<file path="src/rtl/cheat_patch_pkg.sv">
package cheat_patch_pkg;
  localparam int NUM_SLOTS  = 4;
  localparam int NUM_REGS   = 13;
  localparam int KEY_IDX    = 3;
  localparam logic [15:0] ARM_KEY = 16'hFFFF;

  // strobes from control to datapath
  typedef struct packed {
    logic       regWe;
    logic [3:0] regIdx;
    logic       commit;
    logic       locked;
    logic [1:0] ramSel;
  } patch_strobe_t;

  // register index of slot k data word; low and high words follow it
  function automatic int slotDataIdx(input int k);
    return (k == 0) ? 0 : 3 * k + 1;
  endfunction
endpackage

</file>
<file path="src/rtl/cheat_patch_ctrl_fsm.sv">
module cheat_patch_ctrl_fsm
  import cheat_patch_pkg::*;
#(
  parameter int ADDR_W = 24,
  parameter int DATA_W = 16,
  parameter logic [ADDR_W-1:0] REG_BASE = 24'h010000,
  parameter logic [ADDR_W-1:0] REG_LAST = 24'h010018
) (
  input  logic                 clk,
  input  logic                 rst,
  input  logic                 busWe,
  input  logic [ADDR_W-1:0]    busAddr,
  input  logic [DATA_W-1:0]    busWdata,
  input  logic [NUM_SLOTS-1:0] ramMaskNext,
  input  logic                 ramReady,
  output patch_strobe_t        strobes,
  output logic                 unusedWr,
  output logic                 ramValid,
  output logic                 busy
);
  logic                 locked;
  logic [NUM_SLOTS-1:0] pending;
  logic                 inRange;
  logic                 regWe;
  logic                 commit;
  logic [1:0]           ramSel;

  assign inRange  = (busAddr >= REG_BASE) && (busAddr <= REG_LAST);
  assign regWe    = busWe && inRange && !locked;
  assign commit   = regWe && (busAddr[4:1] == 4'(KEY_IDX)) && (busWdata == ARM_KEY);
  assign unusedWr = busWe && !regWe;

  // lowest pending slot goes first
  always_comb begin
    ramSel = '0;
    for (int s = NUM_SLOTS - 1; s >= 0; s--) begin
      if (pending[s]) ramSel = 2'(s);
    end
  end

  assign ramValid = |pending;
  assign busy     = ramValid;

  always_ff @(posedge clk) begin
    if (rst) begin
      locked  <= 1'b0;
      pending <= '0;
    end else if (commit) begin
      locked  <= 1'b1;
      pending <= ramMaskNext;
    end else if (ramValid && ramReady) begin
      pending[ramSel] <= 1'b0;
    end
  end

  always_comb begin
    strobes.regWe  = regWe;
    strobes.regIdx = busAddr[4:1];
    strobes.commit = commit;
    strobes.locked = locked;
    strobes.ramSel = ramSel;
  end


  lock_sticky_chk: assert property (@(posedge clk) disable iff (rst)
    locked |=> locked);

  locked_drop_chk: assert property (@(posedge clk) disable iff (rst)
    (locked && busWe) |-> unusedWr);

  ram_hold_chk: assert property (@(posedge clk) disable iff (rst)
    (ramValid && !ramReady) |=> (ramValid && $stable(ramSel)));

  ram_armed_chk: assert property (@(posedge clk) disable iff (rst)
    ramValid |-> locked);

  pending_shrink_chk: assert property (@(posedge clk) disable iff (rst)
    (locked && !commit) |=> ($countones(pending) <= $countones($past(pending))));
endmodule

</file>
<file path="src/rtl/cheat_patch_datapath.sv">
module cheat_patch_datapath
  import cheat_patch_pkg::*;
#(
  parameter int ADDR_W  = 24,
  parameter int DATA_W  = 16,
  parameter int BOOT_AW = 14
) (
  input  logic                 clk,
  input  logic                 rst,
  input  patch_strobe_t        strobes,
  input  logic [DATA_W-1:0]    busWdata,
  input  logic [ADDR_W-2:0]    rdWord,
  output logic [BOOT_AW-1:0]   bootAddr,
  input  logic [DATA_W-1:0]    bootData,
  input  logic [DATA_W-1:0]    cartData,
  output logic [DATA_W-1:0]    rdData,
  output logic [15:0]          ramAddr,
  output logic [DATA_W-1:0]    ramData,
  output logic [NUM_SLOTS-1:0] ramMaskNext
);
  localparam int WORD_W = ADDR_W - 1;
  localparam int PAGE_W = 8;

  logic [DATA_W-1:0] regFile [NUM_REGS];

  logic [NUM_SLOTS-1:0][DATA_W-1:0] slotData;
  logic [NUM_SLOTS-1:0][WORD_W-1:0] slotWord;
  logic [NUM_SLOTS-1:0]             slotRom;

  logic [NUM_SLOTS-1:0][WORD_W-1:0] candWord;
  logic [NUM_SLOTS-1:0]             candRom;
  logic                             inWindow;

  always_ff @(posedge clk) begin
    if (rst) begin
      for (int i = 0; i < NUM_REGS; i++) regFile[i] <= '0;
    end else if (strobes.regWe) begin
      regFile[strobes.regIdx] <= busWdata;
    end
  end

  for (genvar k = 0; k < NUM_SLOTS; k++) begin : g_slot
    localparam int DI = slotDataIdx(k);
    logic [PAGE_W-1:0] page;
    assign candWord[k]    = {regFile[DI+2][14:8], regFile[DI+1]};
    assign page           = candWord[k][WORD_W-1 -: PAGE_W];
    assign candRom[k]     = page < 8'h40;
    assign ramMaskNext[k] = page >= 8'hE0;

    always_ff @(posedge clk) begin
      if (rst) begin
        slotData[k] <= '0;
        slotWord[k] <= '0;
        slotRom[k]  <= 1'b0;
      end else if (strobes.commit) begin
        slotData[k] <= regFile[DI];
        slotWord[k] <= candWord[k];
        slotRom[k]  <= candRom[k];
      end
    end
  end

  assign bootAddr = rdWord[BOOT_AW-1:0];
  assign inWindow = (rdWord[WORD_W-1 -: PAGE_W] == '0);

  always_comb begin
    rdData = cartData;
    if (!strobes.locked) begin
      if (inWindow) rdData = bootData;
    end else begin
      for (int s = NUM_SLOTS - 1; s >= 0; s--) begin
        if (slotRom[s] && (slotWord[s] == rdWord)) rdData = slotData[s];
      end
    end
  end

  assign ramAddr = {slotWord[strobes.ramSel][14:0], 1'b0};
  assign ramData = slotData[strobes.ramSel];


  slots_frozen_chk: assert property (@(posedge clk) disable iff (rst)
    strobes.locked |=> ($stable(slotData) && $stable(slotWord) && $stable(slotRom)));

  unlocked_clear_chk: assert property (@(posedge clk) disable iff (rst)
    (!strobes.locked && !$past(strobes.locked)) |-> (slotRom == '0 && slotData == '0));
endmodule

</file>
<file path="src/rtl/cheat_patch_ctrl.sv">
module cheat_patch_ctrl
  import cheat_patch_pkg::*;
#(
  parameter int ADDR_W  = 24,
  parameter int DATA_W  = 16,
  parameter int BOOT_AW = 14
) (
  input  logic               clk,
  input  logic               rst,
  input  logic               busWe,
  input  logic [ADDR_W-1:0]  busAddr,
  input  logic [DATA_W-1:0]  busWdata,
  output logic               unusedWr,
  input  logic [ADDR_W-2:0]  rdWord,
  output logic [BOOT_AW-1:0] bootAddr,
  input  logic [DATA_W-1:0]  bootData,
  input  logic [DATA_W-1:0]  cartData,
  output logic [DATA_W-1:0]  rdData,
  output logic               ramValid,
  input  logic               ramReady,
  output logic [15:0]        ramAddr,
  output logic [DATA_W-1:0]  ramData,
  output logic               busy
);
  patch_strobe_t        strobes;
  logic [NUM_SLOTS-1:0] ramMaskNext;

  cheat_patch_ctrl_fsm #(.ADDR_W(ADDR_W), .DATA_W(DATA_W)) u_ctrl (
    .clk(clk), .rst(rst), .busWe(busWe), .busAddr(busAddr), .busWdata(busWdata),
    .ramMaskNext(ramMaskNext), .ramReady(ramReady), .strobes(strobes),
    .unusedWr(unusedWr), .ramValid(ramValid), .busy(busy)
  );

  cheat_patch_datapath #(.ADDR_W(ADDR_W), .DATA_W(DATA_W), .BOOT_AW(BOOT_AW)) u_dp (
    .clk(clk), .rst(rst), .strobes(strobes), .busWdata(busWdata), .rdWord(rdWord),
    .bootAddr(bootAddr), .bootData(bootData), .cartData(cartData), .rdData(rdData),
    .ramAddr(ramAddr), .ramData(ramData), .ramMaskNext(ramMaskNext)
  );
endmodule

</file>
<file path="config.mk">
export PLATFORM = sky130hd
export DESIGN_NAME = cheat_patch_ctrl
export DESIGN_NICKNAME = d
export VERILOG_FILES = /design/src/rtl/cheat_patch_pkg.sv /design/src/rtl/cheat_patch_ctrl_fsm.sv /design/src/rtl/cheat_patch_datapath.sv /design/src/rtl/cheat_patch_ctrl.sv
export SDC_FILE = /design/constraint.sdc
export NUM_CORES = 1
export LEC_CHECK = 0
export ABC_AREA = 1
export BUFFER_PORTS_ARGS = -buffer_cell sky130_fd_sc_hd__buf_4
export CORE_UTILIZATION = 45
export DETAILED_ROUTE_END_ITERATION = 10
export HOLD_SLACK_MARGIN = 0.08
export PLACE_DENSITY = 0.61
export SLEW_MARGIN = 40
export SYNTH_ARGS = -nofsm -noshare
export SYNTH_HDL_FRONTEND = slang
export SYNTH_HIERARCHICAL = 1
export SYNTH_SLANG_ARGS = --single-unit
export TNS_END_PERCENT = 100
</file>
<file path="constraint.sdc">
create_clock -name clk -period 2.8 [get_ports clk]
set_input_delay 0.14 -clock clk [delete_from_list [all_inputs] [get_ports clk]]
set_output_delay 0.14 -clock clk [all_outputs]
set_load 0.02 [all_outputs]
</file>
==> flow_metrics.env, run 1 <==
export IMPL_status="finished, final reports clean"
export IMPL_skew_ns=0.0135
export IMPL_dieArea_um2=35000
export IMPL_crit_buf_inv=2
export IMPL_hold_viol=0
export IMPL_drc=0
export IMPL_grt_first_pass_wirelength_um=77600
export IMPL_drtIter0Drc=1451
export IMPL_antenna_left=0
export IMPL_antenna_found_initial=0
export IMPL_crit_chain="xnor2_1 > nand2_1 > nor3_1 > nand3_1 > nor2_2 > buf_6 > a21oi_1 > nand2_1 > nand2_1 > buf_4"
export IMPL_syn_instance_count=2010
export IMPL_vias_per_cell=5.48
export IMPL_yosys_most_used_dff="dfxtp_1"
export IMPL_synth_fp_nets=2109
export IMPL_synth_edf_count=156
export IMPL_cellLeakagePower_nw=7.62
export IMPL_rsz0062_at_grt="no"
export IMPL_drtPass1Iterations=8
export IMPL_slowest_stage="dfxtp_1"
export IMPL_cp_max_fo=32
export IMPL_finalWirelength_um=53000
export IMPL_die_h_um=187
export IMPL_setup_tns_final_ns=0
export IMPL_power_w=0.0121
export IMPL_area_growth_pct=17.6
export IMPL_synth_cell_types=42
export IMPL_worstPathRequired_ns=2.66
export IMPL_critical_path_class="register to output port"
export IMPL_cts_tree="built"
export IMPL_timing_slew_headroom_pct=40.0
export IMPL_grt_max_degree=105
export IMPL_powerDensity_nw_per_um2=667
export IMPL_yosys_warnings=6
export IMPL_start_util_pct=45.9
export IMPL_overflow=0
export IMPL_setup_viol=0
export IMPL_route_vias_total=14286
export IMPL_synthTopCellsByArea="edfxtp_1, dfxtp_1, nor2_1"
export IMPL_end_kind="output port"
export IMPL_fp_coreArea_um2=33600
export IMPL_cts_setup_buffers=0
export IMPL_worst_endpoint_arrival_ns=2.52
export IMPL_place_gp_congestion=0.950
export IMPL_ys_seq_area_share_pct=51.8
export IMPL_clock_tree_buffer_depth=3
export IMPL_cp_common_cell="nand2_1"
export IMPL_yosys_register_bits=321
export IMPL_dp_hpwl_um=36700
export IMPL_post_route_period_util_pct=94.9
export IMPL_worst_pin_slew_ns=0.899
export IMPL_ios=164
export IMPL_yosys_area_top_type="edfxtp_1"
export IMPL_hold_class="primary input to register"
export IMPL_min_period_ns=2.66
export IMPL_clk_latency_ns=0.52
export IMPL_worstSetupStartpointType="register"
export IMPL_final_layout_size_suffix_gt1_share_pct=14.4
export IMPL_path_clk_slew_ns=0.07
export IMPL_avgSynthCellArea_um2=7.67
export IMPL_die_w_um=187
export IMPL_syn_area_um2=15400
export IMPL_async_reset_ff_share_pct=0
export IMPL_grt_pass1_vias=12900
export IMPL_cts_root_buf="clkbuf_16"
export IMPL_cp_top_family="simple AND/OR/NAND/NOR gates"
export IMPL_clock_sinks=321
export IMPL_crit_path_max_incr_delay_ns=0.35
export IMPL_irDropWorstVdd_uv=418
export IMPL_numCtsBuffers=36
export IMPL_slew_viol_final=0
export IMPL_cap_violations=0
export IMPL_grt_usage_pct=29.3
export IMPL_final_nets=2229
export IMPL_fmax_ghz=0.376
export IMPL_wl_per_cell_um=20.3
export IMPL_antenna_cells=0
export IMPL_rows=67
export IMPL_yosysTopAreaCellShare_pct=30.4
export IMPL_htree_levels=2
export IMPL_port_buffers=162
[kinds of logic (layout without fill, tap and decap cells)]
kind of cell / count (synthesis) / after routing / synth area share [%]
other: 1 / 1 / 0.0243
AO/OA/AOI/OAI: 471 / 471 / 15.5
XOR/XNOR: 15 / 15 / 0.852
buffers and inverters: 324 / 469 / 8.94
AND/OR/NAND/NOR: 878 / 880 / 22.9
flip-flops: 321 / 321 / 51.8
[worst min-delay path, stage by stage]
cell,delay [ns]
buf_4,0.08
nand2_1,0.16
nand3_1,0.16
a21oi_2,0.05
[area by class of cell]
cell class	count	area, um^2
clock buffer	53	1010
clock inverter	12	71.3
fill	3215	15500
inverter	198	754
multi-input combinational	1367	6120
sequential	321	7990
tap	448	561
timing repair buffer	206	1620
[synthesized netlist by cell type, drive strengths merged (7+ instances only)]
master and n:
nor2 424, nand2 395, o21ai 234, a21oi 220
inv 196, dfxtp 165, edfxtp 156, clkbuf 85
buf 40, nand4 30, nand3 17, o22ai 15
xnor2 8, nor3 7, xor2 7
[state kept, by name, summed over array words and instances, names as in the netlist]
register        flops
u_dp/slotRom        4
u_dp/regFile      156
u_ctrl/pending      4
u_dp/slotData      64
u_dp/slotWord      92
u_ctrl/locked       1
[final timing paths]
check	startpoint	end	slack, ns	cells past startpoint
setup reg to reg	u_ctrl/locked	u_dp/regFile[8][6]	0.56	13
hold / removal	ramReady	u_ctrl/pending[0]	0.12	4
hold reg to reg	u_dp/regFile[5][6]	u_dp/slotWord[29]	0.47	2
setup / recovery	u_dp/slotWord[12]	rdData[6]	0.14	10
[cell usage in the layout, fill, tap and decap left out, drive strengths merged]
cell           n
nor3           7
nand4         30
edfxtp       156
inv          196
clkinv        14
nand3         19
dfxtp        165
o21a           1
o22ai         15
xnor2          8
nand2        395
xor2           7
conb           1
nand2b         1
or2            1
and2           1
clkbuf        53
a22o           1
a21oi        220
nor3b          1
dlygate4sd3    1
nor2         424
and3           1
o21ai        234
buf          205
[power by group]
| group | internal, W | switching [W] | leakage (nW) |
|---|---|---|---|
| clock | 0.00252 | 0.00185 | 0.537 |
| sequential | 0.00504 | 0.0000450 | 2.81 |
| combinational | 0.000878 | 0.00178 | 4.28 |
| total | 0.00844 | 0.00367 | 7.62 |
[stage by stage]
stage          area, um^2  utilization (%)  setup slack (ns)  hold slack [ns]  cells
6_report            18100             53.9             0.142            0.115   2605
4_1_cts             18100             53.7            0.0578           0.0914   2603
2_1_floorplan       15400                -             0.282            0.202   2010
3_5_place_dp        17000             50.5             0.572            0.414   2537
5_1_grt             18100             53.9            0.0211            0.126   2605
3_3_place_gp        17000             50.5             0.567            0.409   2537
[repair_timing]
item	CTS	global route
hold buffers	1	0
resized for setup	0	14
endpoints found under the setup margin	0	17
hold endpoints to repair	9	0
[per-layer routing]
metal | wire (um) | track usage, % | up-vias
met4 | 1250 | 8.23 | 0
met2 | 22000 | 42.3 | 766
li1 | - | - | 6756
met3 | 5770 | 6.68 | 79
met5 | 0 | 0 | -
met1 | 24000 | 43.7 | 6685
No activity file was read; power rests on OpenSTA's default activity.
==> run 2, diff against run 1 <==
--- a/config.mk
+++ b/config.mk
@@ -14,6 +14,5 @@
 export SLEW_MARGIN = 40
 export SYNTH_ARGS = -nofsm -noshare
 export SYNTH_HDL_FRONTEND = slang
-export SYNTH_HIERARCHICAL = 1
 export SYNTH_SLANG_ARGS = --single-unit
 export TNS_END_PERCENT = 100
==> run 2 against run 1 <==
Effect of this change: die area shrank 0.26%; final cell count grew 1.7%; sequential share of layout area is 0.48 points lower; worst setup slack worse by 0.036 ns; highest routed layer unchanged; critical path type unchanged; final area increased by 1.1%; flip-flop and latch count is the same; synthesized cell count up 0.90%.
==> flow_metrics.env, run 2 <==
export IMPL_status="finished, final reports clean"
export IMPL_largest_reg_flops=156
export IMPL_drtIter0Drc=1569
export IMPL_p_seq_share_pct=47.4
export IMPL_setup_tns_final_ns=0
export IMPL_placed_area_um2=17100
export IMPL_clock_tree_buffer_depth=3
export IMPL_p_sw_w=0.00253
export IMPL_power_frac_clock_pct=43.5
export IMPL_synth_edf_count=156
export IMPL_async_reset_ff_share_pct=0
export IMPL_htree_levels=2
export IMPL_area_growth_pct=19.2
export IMPL_worstSetupStartpointType="register"
export IMPL_avgSynthCellArea_um2=7.59
export IMPL_regToRegSetupSlack_ns=0.31
export IMPL_regMostFlops="u_dp.regFile"
export IMPL_worst_pin_slew_ns=0.813
export IMPL_clk_latency_ns=0.52
export IMPL_yosysTopAreaCellShare_pct=30.5
export IMPL_fmax_ghz=0.371
export IMPL_hold_end="u_ctrl.pending[0]"
export IMPL_reg2reg_depth=9
export IMPL_yosys_register_bits=321
export IMPL_cap_violations=0
export IMPL_yosys_most_used_dff="dfxtp_1"
export IMPL_antenna_found_initial=0
export IMPL_place_gp_congestion=0.963
export IMPL_start_util_pct=45.8
export IMPL_route_vias_total=14242
export IMPL_fin_area_um2=18300
export IMPL_path_clk_slew_ns=0.06
export IMPL_synth_most_common_cell="nor2_1"
export IMPL_hold_class="primary input to register"
export IMPL_final_cell_mix="nor2_1, nand2_1, buf_4, o21ai_0, inv_1"
export IMPL_final_cells=2650
export IMPL_irDropWorstVdd_uv=454
export IMPL_crit_path_max_incr_delay_ns=0.41
export IMPL_final_nets=2274
export IMPL_min_path_cells=5
export IMPL_reg2reg_to="u_dp.regFile[10][11]"
export IMPL_yosys_warnings=0
export IMPL_synthTopCellsByArea="edfxtp_1, dfxtp_1, nor2_1"
export IMPL_antenna_cells=0
export IMPL_r2r_start="u_ctrl.locked"
export IMPL_critical_path_class="register to output port"
export IMPL_grt_usage_pct=29.5
export IMPL_placed_cells=2577
export IMPL_fillCellCount=3199
export IMPL_timing_slew_headroom_pct=45.8
export IMPL_grt_first_pass_wirelength_um=78100
export IMPL_syn_area_um2=15400
export IMPL_grt_max_degree=137
export IMPL_antenna_left=0
export IMPL_hold_viol=0
export IMPL_cp_startpoint="u_ctrl.pending[2]"
export IMPL_setup_viol=0
export IMPL_wl_per_cell_um=19.8
export IMPL_p_int_w=0.00805
export IMPL_finalWirelength_um=52400
export IMPL_syn_instance_count=2028
export IMPL_final_common_cell="nor2_1"
export IMPL_worstPathRequired_ns=2.66
export IMPL_skew_ns=0.0106
export IMPL_cts_root_buf="clkbuf_16"
export IMPL_fp_coreArea_um2=33600
export IMPL_port_buffers=162
export IMPL_final_layout_size_suffix_gt1_share_pct=14.5
export IMPL_ios=164
export IMPL_end_kind="output port"
export IMPL_drc=0
export IMPL_cp_max_fo=23
export IMPL_dieArea_um2=34900
export IMPL_largest_registers="u_dp.regFile x156, u_dp.slotWord x92, u_dp.slotData x64"
export IMPL_slew_viol_final=0
export IMPL_rsz0062_at_grt="no"
export IMPL_post_route_period_util_pct=96.2
export IMPL_die_w_um=187
export IMPL_combPwrFrac_pct=9.1
export IMPL_synth_cell_types=36
export IMPL_yosys_area_top_type="edfxtp_1"
export IMPL_dp_hpwl_um=36400
export IMPL_die_h_um=187
export IMPL_cts_tree="built"
export IMPL_worstHoldStart="busWdata[1]"
export IMPL_synth_fp_nets=2127
export IMPL_slowest_stage="a21oi_4"
export IMPL_powerDensity_nw_per_um2=577
export IMPL_drtPass1Iterations=5
export IMPL_grt_pass1_vias=12988
export IMPL_fin_util_pct=54.5
export IMPL_numCtsBuffers=36
export IMPL_clock_sinks=321
export IMPL_crit_chain="inv_1 > nand2_1 > a21oi_4 > inv_1 > buf_4 > o211ai_1 > o221ai_1 > buf_4"
export IMPL_cellLeakagePower_nw=8.21
export IMPL_rows=67
export IMPL_sw_frac_of_total_pct=23.9
export IMPL_synth_common_cells="nor2_1, nand2_1, o21ai_0"
export IMPL_worst_endpoint_arrival_ns=2.55
export IMPL_vias_per_cell=5.37
export IMPL_overflow=0
export IMPL_ys_seq_area_share_pct=51.9
export IMPL_min_period_ns=2.69
==> run 2: cell count changes after synthesis, sizes merged, moves of 3 or more <==
cell and delta:
a21oi -171, buf +4, clkinv +5, nor4 +8
o21ai -23, nor2 +194, o211ai +12, clkbuf -13
nand4 -3, o221ai +32, o22ai -10, inv -13
==> run 2: stage by stage <==
stage               hold WS [ns]  setup slack [ns]  total power, W
floorplan                  0.209             0.381         0.00559
global placement           0.449             0.252         0.00605
detailed placement         0.456             0.243         0.00606
CTS                       0.0892            0.0987          0.0106
global route               0.130           0.00175          0.0109
finish                    0.0980             0.106          0.0106
==> run 2: cell type report <==
class	instances	area [um^2]	share of cell area, %
repair buffers	225	1750	9.55
multi-input cells	1401	6160	33.6
clock inverters	10	88.8	0.485
clock buffers	55	1060	5.80
inverters	190	724	3.95
well taps	448	561	3.06
flip-flops and latches	321	7990	43.6
==> run 2: metal layers <==
layer	track usage, %	vias to the layer above	share of wire, %
met5	0	-	0
met4	7.69	0	2.3
met3	6.38	73	12
met2	40.3	768	40
met1	46.5	6607	46
li1	-	6794	-
==> run 2: repair_timing <==
action / in CTS / in global routing
endpoints found under the setup margin: 0 / 19
hold buffers: 3 / 0
endpoints found under the hold margin: 16 / 0
setup buffers: 0 / 4
gates resized for setup: 0 / 5
==> run 2: worst max-delay path by stage <==
stage and to:
2_1_floorplan u_dp.regFile[10][0], 3_3_place_gp u_dp.regFile[10][12], 3_5_place_dp u_dp.regFile[10][11], 4_1_cts rdData[15]
5_1_grt ramAddr[5], 6_report ramAddr[9]
==> run 2: cell families after synthesis <==
| kind of cell | synth area share (%) |
|---|---|
| and+or+nand+nor | 27.9 |
| other | 0.0244 |
| DFF | 51.9 |
| buffers and inverters | 8.26 |
| AOI/OAI and AO/OA | 11.2 |
| xor gates and xnor gates | 0.740 |
==> run 2: power groups by stage <==
stage	sequential, W	clock, W	combinational, W
after floorplan	0.00511	0	0.000486
after global placement	0.00511	0	0.000940
after detailed placement	0.00511	0	0.000945
after CTS	0.00501	0.00465	0.000949
after global routing	0.00502	0.00485	0.00103
final	0.00501	0.00460	0.000968
==> run 2: worst max-delay path: cells and delay by family (launching register included) <==
family                 cells  cell delay (ns)
buffers and inverters      4             0.66
AO/OA/AOI/OAI              3             0.96
flip-flops                 1             0.32
AND/OR/NAND/NOR            1             0.10
==> run 3, diff against run 2 <==
--- a/config.mk
+++ b/config.mk
@@ -9,7 +9,7 @@
 export BUFFER_PORTS_ARGS = -buffer_cell sky130_fd_sc_hd__buf_4
 export CORE_UTILIZATION = 45
 export DETAILED_ROUTE_END_ITERATION = 10
-export HOLD_SLACK_MARGIN = 0.08
+export HOLD_SLACK_MARGIN = 0.1
 export PLACE_DENSITY = 0.61
 export SLEW_MARGIN = 40
 export SYNTH_ARGS = -nofsm -noshare
==> run 3 against run 2 <==
Effect of this change: first-iteration DRC count increased by 4.5%; register-to-register slack got worse by 0.02 ns; critical path depth unchanged; via count increased by 0.84%; hold slack improved by 0.077 ns; clock power about the same; sequential share of layout area about the same; global-route usage about the same; final cell count about the same; sequential power about the same; non-clock buffer count increased by 2; flip-flop and latch count unchanged; critical path type unchanged; largest cell class unchanged.
==> flow_metrics.env, run 3 (same netlist as run 2, synthesis figures left out) <==
export IMPL_drtPass1Iterations=5
export IMPL_route_vias_total=14361
export IMPL_port_buffers=162
export IMPL_cellLeakagePower_nw=8.21
export IMPL_largest_reg_flops=156
export IMPL_final_common_cell="nor2_1"
export IMPL_cap_violations=0
export IMPL_combPwrFrac_pct=9.2
export IMPL_setup_tns_final_ns=0
export IMPL_worstPathRequired_ns=2.66
export IMPL_worst_endpoint_arrival_ns=2.56
export IMPL_fp_coreArea_um2=33600
export IMPL_regMostFlops="u_dp.regFile"
export IMPL_finalWirelength_um=52400
export IMPL_cp_startpoint="u_ctrl.pending[2]"
export IMPL_powerDensity_nw_per_um2=577
export IMPL_area_growth_pct=19.3
export IMPL_vias_per_cell=5.42
export IMPL_clk_latency_ns=0.52
export IMPL_cts_tree="built"
export IMPL_p_int_w=0.00805
export IMPL_hold_class="primary input to register"
export IMPL_worst_pin_slew_ns=0.800
export IMPL_power_w=0.0106
export IMPL_antenna_cells=0
export IMPL_final_cell_mix="nor2_1, nand2_1, buf_4, o21ai_0, inv_1"
export IMPL_min_period_ns=2.70
export IMPL_hold_viol=0
export IMPL_start_util_pct=45.8
export IMPL_overflow=0
export IMPL_antenna_found_initial=0
export IMPL_fillCellCount=3197
export IMPL_worstSetupStartpointType="register"
export IMPL_rows=67
export IMPL_path_clk_slew_ns=0.06
export IMPL_die_w_um=187
export IMPL_antenna_left=0
export IMPL_end_kind="output port"
export IMPL_setup_viol=0
export IMPL_rsz0062_at_grt="no"
export IMPL_p_seq_share_pct=47.3
export IMPL_largest_registers="u_dp.regFile x156, u_dp.slotWord x92, u_dp.slotData x64"
export IMPL_critical_path_class="register to output port"
export IMPL_slew_viol_final=0
export IMPL_place_gp_congestion=0.963
export IMPL_final_layout_size_suffix_gt1_share_pct=14.5
export IMPL_final_nets=2276
export IMPL_grt_max_degree=137
export IMPL_htree_levels=2
export IMPL_wl_per_cell_um=19.8
export IMPL_worstHoldStart="busWdata[2]"
export IMPL_grt_pass1_vias=13008
export IMPL_power_frac_clock_pct=43.5
export IMPL_grt_usage_pct=29.6
export IMPL_numCtsBuffers=36
export IMPL_die_h_um=187
export IMPL_r2r_start="u_ctrl.locked"
export IMPL_timing_slew_headroom_pct=46.6
export IMPL_cp_max_fo=23
export IMPL_ios=164
export IMPL_cts_root_buf="clkbuf_16"
export IMPL_status="finished, final reports clean"
export IMPL_p_sw_w=0.00254
export IMPL_post_route_period_util_pct=96.5
export IMPL_clock_sinks=321
export IMPL_dieArea_um2=34900
export IMPL_skew_ns=0.0102
export IMPL_drtIter0Drc=1640
export IMPL_irDropWorstVdd_uv=458
export IMPL_dp_hpwl_um=36400
export IMPL_clock_tree_buffer_depth=3
export IMPL_grt_first_pass_wirelength_um=78200
export IMPL_fmax_ghz=0.370
export IMPL_drc=0
export IMPL_sw_frac_of_total_pct=23.9
## run 3: changes by cell type in the layout (fill, tap and decap cells not counted), sizes merged
cell,change
dlygate4sd3,+2
## run 3: final cells by class
type	count	area (um^2)	share of cell area (%)
Inverter	190	724	3.95
Clock inverter	10	88.8	0.484
Timing Repair Buffer	227	1770	9.65
Clock buffer	55	1060	5.79
Sequential cell	321	7990	43.5
Tap cell	448	561	3.05
Multi-Input combinational cell	1401	6160	33.6
## run 3: final timing paths
check / end / slack [ns] / cells after the start
worst max-delay path: ramAddr[9] / 0.1 / 8
worst min-delay path: u_dp.regFile[7][2] / 0.17 / 3
worst max register to register: u_dp.regFile[10][11] / 0.29 / 9
worst min register to register: u_dp.slotWord[48] / 0.47 / 2
## run 3: repair_timing
item / in CTS / in global routing
resized for setup: 0 / 5
hold buffers: 5 / 0
endpoints found under the hold margin: 16 / 0
endpoints found under the setup margin: 0 / 19
setup buffers: 0 / 4
## run 3: critical path: stages (launching register included)
cell	delay [ns]
dfxtp_1	0.32
inv_1	0.11
nand2_1	0.10
a21oi_4	0.41
inv_1	0.12
buf_4	0.24
o211ai_1	0.34
o221ai_1	0.21
buf_4	0.20
## run 3: power by group through the flow
stage	Combinational [W]	Clock (W)	Sequential (W)
floorplan	0.000486	0	0.00511
global placement	0.000940	0	0.00511
detailed placement	0.000945	0	0.00511
CTS	0.000951	0.00465	0.00501
global route	0.00103	0.00485	0.00502
finish	0.000969	0.00461	0.00501
## run 3: stage by stage
step	instance area, um^2	utilization (%)	hold WS, ns	worst slack, ns	instances
CTS	18300	54.4	0.148	0.0987	2647
finish	18400	54.6	0.175	0.0977	2652
detailed placement	17100	50.9	0.456	0.243	2577
floorplan	15400	-	0.209	0.381	2028
global route	18400	54.6	0.181	0.00175	2652
global placement	17100	50.9	0.449	0.252	2577
## run 3: per-layer routing
| layer | GRT usage (%) | part of all wire (%) | up-vias |
|---|---|---|---|
| li1 | - | - | 6812 |
| met4 | 7.69 | 2.2 | 0 |
| met2 | 40.4 | 40 | 799 |
| met3 | 6.36 | 12 | 72 |
| met5 | 0 | 0 | - |
| met1 | 46.5 | 46 | 6678 |
